===== src/rtl/slt_pkg.sv =====
package slt_pkg;

    // Registered answer to a check operation
    typedef struct packed {
        logic done;
        logic conflict;
    } chk_resp_t;

endpackage


===== src/rtl/slt_addr_cam.sv =====
module slt_addr_cam #(
    parameter int unsigned N        = 8,
    parameter int unsigned ADDR_W   = 32,
    parameter int unsigned GRAN_LSB = 3
) (
    input  logic [N-1:0]             ent_vld,
    input  logic [N-1:0][ADDR_W-1:0] ent_addr,
    input  logic                     probe_valid,
    input  logic [ADDR_W-1:0]        probe_addr,
    output logic [N-1:0]             probe_hit
);

    // One comparator per entry; only the doubleword part of the address is compared
    for (genvar i = 0; i < N; i++) begin : g_cmp
        assign probe_hit[i] = probe_valid && ent_vld[i] &&
                              (ent_addr[i][ADDR_W-1:GRAN_LSB] == probe_addr[ADDR_W-1:GRAN_LSB]);
    end

endmodule


===== src/rtl/slt_reg_lookup.sv =====
module slt_reg_lookup #(
    parameter int unsigned N     = 8,
    parameter int unsigned REG_W = 7
) (
    input  logic                    clk,
    input  logic                    rst_n,
    input  logic [N-1:0]            ent_vld,
    input  logic [N-1:0][REG_W-1:0] ent_reg,
    input  logic [REG_W-1:0]        chk_reg,
    input  logic [REG_W-1:0]        ld_reg,
    output logic [N-1:0]            chk_hit,
    output logic [N-1:0]            ld_hit
);

    for (genvar i = 0; i < N; i++) begin : g_tag
        assign chk_hit[i] = ent_vld[i] && (ent_reg[i] == chk_reg);
        assign ld_hit[i]  = ent_vld[i] && (ent_reg[i] == ld_reg);
    end

    // Overwrite-on-reload keeps at most one entry per register
    AST_ONE_ENTRY_PER_REG: assert property (@(posedge clk) disable iff (!rst_n)
        $onehot0(chk_hit) && $onehot0(ld_hit));

endmodule


===== src/rtl/slt_victim_sel.sv =====
module slt_victim_sel #(
    parameter int unsigned N     = 8,
    parameter int unsigned IDX_W = 3
) (
    input  logic                    clk,
    input  logic                    rst_n,
    input  logic [N-1:0]            ent_vld,
    input  logic [N-1:0][IDX_W-1:0] ent_rank,
    output logic                    any_free,
    output logic [IDX_W-1:0]        free_idx,
    output logic [IDX_W-1:0]        old_idx
);

    logic [N-1:0] is_oldest;

    for (genvar i = 0; i < N; i++) begin : g_old
        assign is_oldest[i] = ent_vld[i] && (ent_rank[i] == IDX_W'(N-1));
    end

    always_comb begin
        any_free = ~&ent_vld;
        free_idx = '0;
        old_idx  = '0;
        for (int i = N-1; i >= 0; i--) begin
            if (!ent_vld[i]) free_idx = IDX_W'(i);
            if (is_oldest[i]) old_idx = IDX_W'(i);
        end
    end

    // A full table has exactly one least recently allocated entry
    AST_SINGLE_OLDEST: assert property (@(posedge clk) disable iff (!rst_n)
        !any_free |-> $countones(is_oldest) == 1);

endmodule


===== src/rtl/spec_load_tracker.sv =====
module spec_load_tracker
    import slt_pkg::*;
#(
    parameter int unsigned N        = 8,
    parameter int unsigned REG_W    = 7,
    parameter int unsigned ADDR_W   = 32,
    parameter int unsigned GRAN_LSB = 3
) (
    input  logic              clk,
    input  logic              rst_n,
    input  logic              ld_valid,
    input  logic              ld_spec,
    input  logic [REG_W-1:0]  ld_reg,
    input  logic [ADDR_W-1:0] ld_addr,
    input  logic              st_valid,
    input  logic [ADDR_W-1:0] st_addr,
    input  logic              chk_valid,
    input  logic [REG_W-1:0]  chk_reg,
    output logic              chk_resp_valid,
    output logic              chk_conflict
);

    localparam int unsigned IDX_W = (N > 1) ? $clog2(N) : 1;

    typedef struct packed {
        logic [N-1:0]             vld;
        logic [N-1:0]             conf;
        logic [N-1:0][REG_W-1:0]  regs;
        logic [N-1:0][ADDR_W-1:0] addr;
        logic [N-1:0][IDX_W-1:0]  rank;   // 0 = youngest allocation
        chk_resp_t                resp;
    } state_t;

    state_t st_d, st_q;

    logic [N-1:0]            st_hit;
    logic [N-1:0]            chk_hit;
    logic [N-1:0]            ld_hit;
    logic [N-1:0]            chk_free;
    logic [N-1:0]            vld_mid;
    logic [N-1:0]            conf_mid;
    logic [N-1:0][IDX_W-1:0] rank_mid;
    logic [IDX_W-1:0]        freed_rank;
    logic                    any_free;
    logic [IDX_W-1:0]        free_idx;
    logic [IDX_W-1:0]        old_idx;
    logic [N-1:0]            alloc_oh;

    slt_addr_cam #(
        .N(N), .ADDR_W(ADDR_W), .GRAN_LSB(GRAN_LSB)
    ) i_cam (
        .ent_vld    (st_q.vld),
        .ent_addr   (st_q.addr),
        .probe_valid(st_valid),
        .probe_addr (st_addr),
        .probe_hit  (st_hit)
    );

    slt_reg_lookup #(
        .N(N), .REG_W(REG_W)
    ) i_lookup (
        .clk    (clk),
        .rst_n  (rst_n),
        .ent_vld(st_q.vld),
        .ent_reg(st_q.regs),
        .chk_reg(chk_reg),
        .ld_reg (ld_reg),
        .chk_hit(chk_hit),
        .ld_hit (ld_hit)
    );

    // Step 1 and 2 of the same-cycle order: store marks, then the check frees
    always_comb begin
        conf_mid   = st_q.conf | st_hit;
        chk_free   = chk_valid ? chk_hit : '0;
        vld_mid    = st_q.vld & ~chk_free;
        freed_rank = '0;
        for (int i = 0; i < N; i++) begin
            if (chk_free[i]) freed_rank = freed_rank | st_q.rank[i];
        end
        rank_mid = st_q.rank;
        for (int i = 0; i < N; i++) begin
            if (vld_mid[i] && (|chk_free) && (st_q.rank[i] > freed_rank)) begin
                rank_mid[i] = st_q.rank[i] - IDX_W'(1);
            end
        end
    end

    slt_victim_sel #(
        .N(N), .IDX_W(IDX_W)
    ) i_victim (
        .clk     (clk),
        .rst_n   (rst_n),
        .ent_vld (vld_mid),
        .ent_rank(rank_mid),
        .any_free(any_free),
        .free_idx(free_idx),
        .old_idx (old_idx)
    );

    // Next-state computation: check response, then load allocation
    always_comb begin
        logic [N-1:0]     ld_live;
        logic [IDX_W-1:0] tgt;
        logic [IDX_W-1:0] tgt_rank;

        st_d      = st_q;
        st_d.vld  = vld_mid;
        st_d.conf = conf_mid;
        st_d.rank = rank_mid;

        st_d.resp.done     = chk_valid;
        st_d.resp.conflict = chk_valid && (!(|chk_hit) || (|(chk_hit & conf_mid)));

        ld_live  = ld_hit & vld_mid;
        tgt      = '0;
        tgt_rank = IDX_W'(N-1);
        alloc_oh = '0;
        if (ld_valid && ld_spec) begin
            if (|ld_live) begin
                for (int i = 0; i < N; i++) begin
                    if (ld_live[i]) begin
                        tgt      = IDX_W'(i);
                        tgt_rank = rank_mid[i];
                    end
                end
            end else if (any_free) begin
                tgt = free_idx;
            end else begin
                tgt = old_idx;
            end
            for (int i = 0; i < N; i++) begin
                if (IDX_W'(i) == tgt) begin
                    alloc_oh[i]     = 1'b1;
                    st_d.vld[i]     = 1'b1;
                    st_d.conf[i]    = 1'b0;
                    st_d.regs[i]    = ld_reg;
                    st_d.addr[i]    = ld_addr;
                    st_d.rank[i]    = '0;
                end else if (vld_mid[i] && (rank_mid[i] < tgt_rank)) begin
                    st_d.rank[i]    = rank_mid[i] + IDX_W'(1);
                end
            end
        end
    end

    always_ff @(posedge clk or negedge rst_n) begin
        if (!rst_n) begin
            st_q <= '0;
        end else begin
            st_q <= st_d;
        end
    end

    assign chk_resp_valid = st_q.resp.done;
    assign chk_conflict   = st_q.resp.conflict;

    AST_RESP_AFTER_CHECK: assert property (@(posedge clk) disable iff (!rst_n)
        chk_valid |=> chk_resp_valid);
    AST_NO_SPURIOUS_RESP: assert property (@(posedge clk) disable iff (!rst_n)
        !chk_valid |=> !chk_resp_valid);
    AST_MISS_IS_CONFLICT: assert property (@(posedge clk) disable iff (!rst_n)
        chk_valid && !(|chk_hit) |=> chk_conflict);
    AST_NONSPEC_NO_ALLOC: assert property (@(posedge clk) disable iff (!rst_n)
        !(ld_valid && ld_spec) && !chk_valid |=> $stable(st_q.vld));

    for (genvar i = 0; i < N; i++) begin : g_ast
        AST_STORE_MARKS: assert property (@(posedge clk) disable iff (!rst_n)
            st_hit[i] && !chk_free[i] && !alloc_oh[i] |=> st_q.conf[i]);
    end

endmodule


===== config.mk =====
export PLATFORM = sky130hd
export DESIGN_NAME = spec_load_tracker
export DESIGN_NICKNAME = d
export VERILOG_FILES = /design/src/rtl/slt_pkg.sv /design/src/rtl/slt_addr_cam.sv /design/src/rtl/slt_reg_lookup.sv /design/src/rtl/slt_victim_sel.sv /design/src/rtl/spec_load_tracker.sv
export SDC_FILE = /design/constraint.sdc
export NUM_CORES = 1
export LEC_CHECK = 0
export BUFFER_PORTS_ARGS = -buffer_cell sky130_fd_sc_hd__buf_2
export CORE_MARGIN = 3
export CORE_UTILIZATION = 64
export CTS_CLUSTER_SIZE = 8
export DETAILED_ROUTE_END_ITERATION = 10
export PLACE_DENSITY = 0.82
export SLEW_MARGIN = 10
export SYNTH_ARGS = -nofsm -noshare
export SYNTH_HDL_FRONTEND = slang
export SYNTH_SLANG_ARGS = --single-unit
export TNS_END_PERCENT = 1

===== constraint.sdc =====
create_clock -name clk -period 9.9 [get_ports clk]
set_input_delay 1.98 -clock clk [delete_from_list [all_inputs] [get_ports clk]]
set_output_delay 1.98 -clock clk [all_outputs]
set_load 0.005 [all_outputs]

# Word-level counts from Yosys, hierarchy flattened
# Cells that the tools add are included.
# totals
reg_bits	354
in_bits	84
out_inout_bits	2
elab_cells	295
# op_classes
addsub	16
magnitude_cmp	16
eq_ne	39
mux	102
bitwise	12
n_reduce_logical	82
# ops
cell	count
$mux W352	1
$mux W32	8
$eq A29 B29 Y1	8
$mux W3	67
$eq A7 B7 Y1	16
$logic_and A1 B1 Y1	66
$mux W7	8
$reduce_or A8 Y1	4
$add A3 B1 Y3 const B	8
$and A8 B8 Y8	3
$eq A3 B3 Y1 const B	8
$gt A3 B3 Y1	8
$lt A3 B3 Y1	8
$sub A3 B1 Y3 const B	8
$or A3 B3 Y3	7
$mux W1	17
$reduce_and A2 Y1	8
$eq A3 B3 Y1 const A	4
$mux W8	1
$not A8 Y8	1
$or A8 B8 Y8	1
$reduce_and A8 Y1	1
$eq A2 B3 Y1 const A	2
$eq A1 B3 Y1 const A	1
3 further kinds	3

# Longest topological paths before layout
# depth
ltp_word	37
ltp_mapped	33
mapped_depth_nobuf	30

# By module
# From an unflattened synthesis, not the netlist that was laid out.
# hier_totals
hier_cells	1723
area_unflattened_um2	20049.2
# modules_own_cells
module	instances	cells_per_inst	area_each_um2	seq_area_each_um2
spec_load_tracker	1	1170	15616.2	8858.5
slt_addr_cam	1	342	2826.5	0.0
slt_reg_lookup	1	174	1398.8	0.0
slt_victim_sel	1	37	207.7	0.0

# Worst setup path after synthesis
# OpenSTA, ideal clock, no wires.
# synth_timing
path_kind	input port to flip-flop
startpoint	in chk_reg[5]
endpoint	reg st_q[47] in the netlist's numbering
setup_ns	0.125
arrival_time_ns	7.302
required_time_ns	9.775
path_slack_ns	2.474
stages	30
path_buffers	4
cell_sequence	buf_4 -> xnor2_1 -> nand4_1 -> nor4b_1 -> inv_1 -> nor2_1 -> a221oi_1 -> and3_1 -> ha_1 -> nor2b_1 -> o21ai_0 -> a32oi_1 -> nand2_1 -> a211oi_2 -> mux2_2 -> inv_1 -> ha_1 -> ha_1 -> o311ai_0 -> nand2_1 -> a21boi_0 -> o21ai_0 -> a221oi_1 -> a31o_2 -> and2_0 -> clkbuf_1 -> nand2_1 -> clkbuf_1 -> buf_2 -> mux2_2
# synth_between
elab_chain_cells	36
elab_cells_between_ends	114
cone_classes	order compare: 8; eq/ne: 16; mux: 43; bitwise: 10; reduce/logical: 37
# synth_lines
item	line	text
from (decl)	spec_load_tracker.sv:18	input logic [REG_W-1:0] chk_reg,
$eq A7 B7 Y1	slt_reg_lookup.sv:16	assign chk_hit[i] = ent_vld[i] && (ent_reg[i] == chk_reg);
$logic_and A1 B1 Y1	slt_reg_lookup.sv:16	
$mux W8 *	spec_load_tracker.sv:75	chk_free = chk_valid ? chk_hit : '0;
$mux W3	spec_load_tracker.sv:79	if (chk_free[i]) freed_rank = freed_rank | st_q.rank[i];
$or A3 B3 Y3	spec_load_tracker.sv:79	
$mux W3	spec_load_tracker.sv:79	
$or A3 B3 Y3	spec_load_tracker.sv:79	
$mux W3	spec_load_tracker.sv:79	
(+13 left out)	--	
$eq A3 B3 Y1	slt_victim_sel.sv:17	assign is_oldest[i] = ent_vld[i] && (ent_rank[i] == IDX_W'(N-1));
$logic_and A1 B1 Y1	slt_victim_sel.sv:17	
$mux W3 (8 in series)	slt_victim_sel.sv:26	if (is_oldest[i]) old_idx = IDX_W'(i);
$mux W3	spec_load_tracker.sv:127	end else if (any_free) begin
$mux W3 *	spec_load_tracker.sv:120	if (|ld_live) begin
$mux W3 *	spec_load_tracker.sv:119	if (ld_valid && ld_spec) begin
$logic_not A3 Y1 *	spec_load_tracker.sv:133	if (IDX_W'(i) == tgt) begin
$reduce_and A2 Y1 (no source line) *	--	
to (signal assigned)	spec_load_tracker.sv:151	st_q <= st_d;
to (decl)	spec_load_tracker.sv:34	state_t st_d, st_q;
# Every way passes the cells marked *; elsewhere a longest branch is shown, timed or not. The select of a mux whose other input is x is not followed.
# A chain may end at the register's enable or synchronous reset.

# Final worst setup path
# layout_timing
startpoint	in chk_reg[4]
endpoint	reg st_q[263] in the netlist's numbering
# layout_between
elab_chain_cells	36
elab_cells_between_ends	114
cone_classes	order compare: 8; eq/ne: 17; mux: 43; bitwise: 10; reduce/logical: 36
# layout_lines
item	line
$eq A7 B7 Y1	slt_reg_lookup.sv:16
$logic_and A1 B1 Y1	slt_reg_lookup.sv:16
$mux W8 *	spec_load_tracker.sv:75
$mux W3	spec_load_tracker.sv:79
$or A3 B3 Y3	spec_load_tracker.sv:79
$mux W3	spec_load_tracker.sv:79
$or A3 B3 Y3	spec_load_tracker.sv:79
$mux W3	spec_load_tracker.sv:79
(+13 left out)	--
$eq A3 B3 Y1	slt_victim_sel.sv:17
$logic_and A1 B1 Y1	slt_victim_sel.sv:17
$mux W3 (8 in series)	slt_victim_sel.sv:26
$mux W3	spec_load_tracker.sv:127
$mux W3 *	spec_load_tracker.sv:120
$mux W3 *	spec_load_tracker.sv:119
$eq A3 B3 Y1 *	spec_load_tracker.sv:133
$reduce_and A2 Y1 (no source line) *	--
# Marked as above.

==> run metrics <==
num ports 86; Logic pwr share 40.5%; Die ar. 0.0322 sq mm; Root Buffer clkbuf_16; hold_buf cts 0; Detailed Route Iter0 Violations 1361; Reg2Reg Depth 29; ys flop type dfrtp_1; synth warn 0; unrepaired setup endpoints after global routing no; count of flip-flops with a built-in enable after synthesis 0; fin. max-slew vios 0; Inserted Clock Buffers 47; Mean Syn Cell Area 10.4 sq um; Worst Hold Class reg -> reg; Vias 15017; final setup vio count 0; hold path depth 2; initial antenna violation count 2; setup repair bufs after CTS 0; Final #Nets 2044; Reg-to-Reg Start st_q[307]$_DFFE_PN0P_; Tcrit/Tclk final 85.5%; Worst EP arrival 8.90 ns; Pleak 9.23 nW; DR WL/cell 25.8 microns; Area Overhead vs Synth 10.5%; Seq pwr share 37.1%; MaxCap Viol Count 0; pin count of the biggest net entering global routing 164; Reg clk slew, reported paths 0.05 ns; first-pass GRT wire length 91700 microns; Final Skew 0.0220 ns; Worst Path Max Fanout 30; CTS tree yes; Tmin final 8.47 ns; GP Congestion 1.02; status complete, no violations; HPWL Detailed 39700 microns; post-synth top area cell dfrtp_1; count of state elements after synthesis 330; Setup crit start chk_reg[4]; Synth top area share 42.9%; Clock Sinks 330; layout cells sized above 1 22.2%; I/O Buffers 79; Max Buffers Root-to-Sink 3; overall power 6.42 mW; Routed Antenna Nets 0; 1st-pass router iterations 7; total track usage 36.4%; crit path kind in -> reg; Worst-Margin Slew 1.17 ns; Rel. slew slack 21.1%; met2 usage 61.1%; GRT busiest layer met2; endpoint class of the critical path flip-flop; Total Neg Setup Slack 0 ns; R2R Setup Slk 2.72 ns; clk_lat worst skew 0.56 ns; main area contributors after synthesis dfrtp_1, xnor2_1, mux2_2; count leader, synth dfrtp_1; worst endpoint required time 10.33 ns; initial core utilization 66.0%; Peak VDD IR 0.195 mV; H-tree depth 2; vias per cell 6.53; Die Ht 179 microns; internal power 4.00 mW; Achievable Freq 0.118 GHz; fin area 0.0213 sq mm; post-cts sizing count 0; worst r2r dst st_q[263]$_DFFE_PN0P_; cell mode on critical path ha_1; slowest CP cell nor4b_1; synthesized cell area 0.0193 sq mm; min-delay src st_q[213]$_DFFE_PN0P_; core footprint 0.0292 sq mm; Cell Area, Placed 0.0200 sq mm; cells after synthesis 1854; grt total ovfl 0; drt drc 0; commonest cells in the netlist dfrtp_1, xnor2_1, nand2_1; Net Switching 2.42 mW; vias in the first global route 15907; critical path launch point type input port; sequential area share after synthesis 42.9%; async set or reset register ratio after synthesis 100%; row count 62; Netlist cell types 82; Hold EP st_q[213]$_DFFE_PN0P_; Global Route met3 Usage 6.69%; Pwr per Cell Area 302 mW/mm^2; die width 179 microns; CP max stage delay 0.64 ns; sw frac 37.7%; Final Hold Fails 0; Syn Nets 1986; clock network fraction of total power 22.4%; met1 Use GR 43.6%; WL final 59300 microns
==> stage by stage <==
step	util, %	worst slack [ns]	instances	hold slack (ns)
after floorplan	-	2.47	1854	0.450
after global placement	68.6	1.21	2247	0.479
after detailed placement	68.6	1.10	2247	0.483
after CTS	72.9	1.64	2300	0.496
after global routing	72.9	0.910	2301	0.519
final	72.9	1.43	2301	0.498
==> cell type report <==
cell class                 count  area [sq um]
multi-input combinational   1371         10400
timing repair buffer         111           683
tap                          384           480
clock buffer                  49          1190
sequential                   330          8260
clock inverter                 4          75.1
fill                        1991          7900
antenna                        1          2.50
inverter                      51           191
==> flip-flops by register name (all words and copies together) (netlist names) <==
name and count:
st_q 328, chk_conflict 1, chk_resp_valid 1
==> cell families (layout without fill, tap and decap cells) <==
logic type                 count (synthesis)  count (layout)  synth area share (%)
muxes                                    229             229                  13.4
AOI/OAI and AO/OA                        183             183                  6.93
adders and majority gates                 58              58                  3.65
and+or+nand+nor                          542             542                  13.4
other                                      0               1                     0
xor gates and xnor gates                 359             359                  16.4
buffers and inverters                    153             215                  3.27
DFF                                      330             330                  42.9
==> power groups by stage <==
stage                     sequential, mW  clock, mW  combinational (mW)
after global placement              2.34          0                2.42
after floorplan                     2.26          0                1.92
after detailed placement            2.38          0                2.52
after global routing                2.45       1.50                2.83
final                               2.38       1.44                2.60
after CTS                           2.38       1.44                2.57
==> placed cells by master (no fill, tap or decap), drive strengths merged, types with 25 or more instances in the layout <==
cell type	Yosys	routed
a21oi	42	42
mux2	224	224
nor2	36	36
xor2	39	39
nand4	79	79
dfrtp	330	330
nand3	32	32
buf	32	111
ha	48	48
nor4	25	25
o21ai	34	34
clkbuf	70	49
nand2	280	280
xnor2	320	320
inv	51	53
==> metal layers <==
metal  vias to the layer above  wire length, microns  share of wire (%)
met5                         -                    18              0.030
met4                         2                  4150                7.0
met3                       259                  4820                8.1
met2                       775                 28600                 48
met1                      7456                 21700                 37
li1                       6525                     -                  -
==> worst max-delay path, delay by kind of cell <==
| family | cells | cell delay, ns |
|---|---|---|
| xor gates and xnor gates | 2 | 0.54 |
| AOI/OAI and AO/OA | 10 | 2.10 |
| buffers and inverters | 5 | 1.12 |
| muxes | 1 | 0.30 |
| adders and majority gates | 3 | 0.87 |
| and+or+nand+nor | 9 | 1.94 |
==> worst max path at each step <==
stage          depth (start not counted)                     to
6_report                              30  st_q[263]$_DFFE_PN0P_
5_1_grt                               30  st_q[263]$_DFFE_PN0P_
4_1_cts                               30  st_q[263]$_DFFE_PN0P_
3_5_place_dp                          30  st_q[257]$_DFFE_PN0P_
3_3_place_gp                          26  st_q[231]$_DFFE_PN0P_
2_1_floorplan                         30   st_q[47]$_DFFE_PN0P_
No activity file was read; power rests on OpenSTA's default activity.
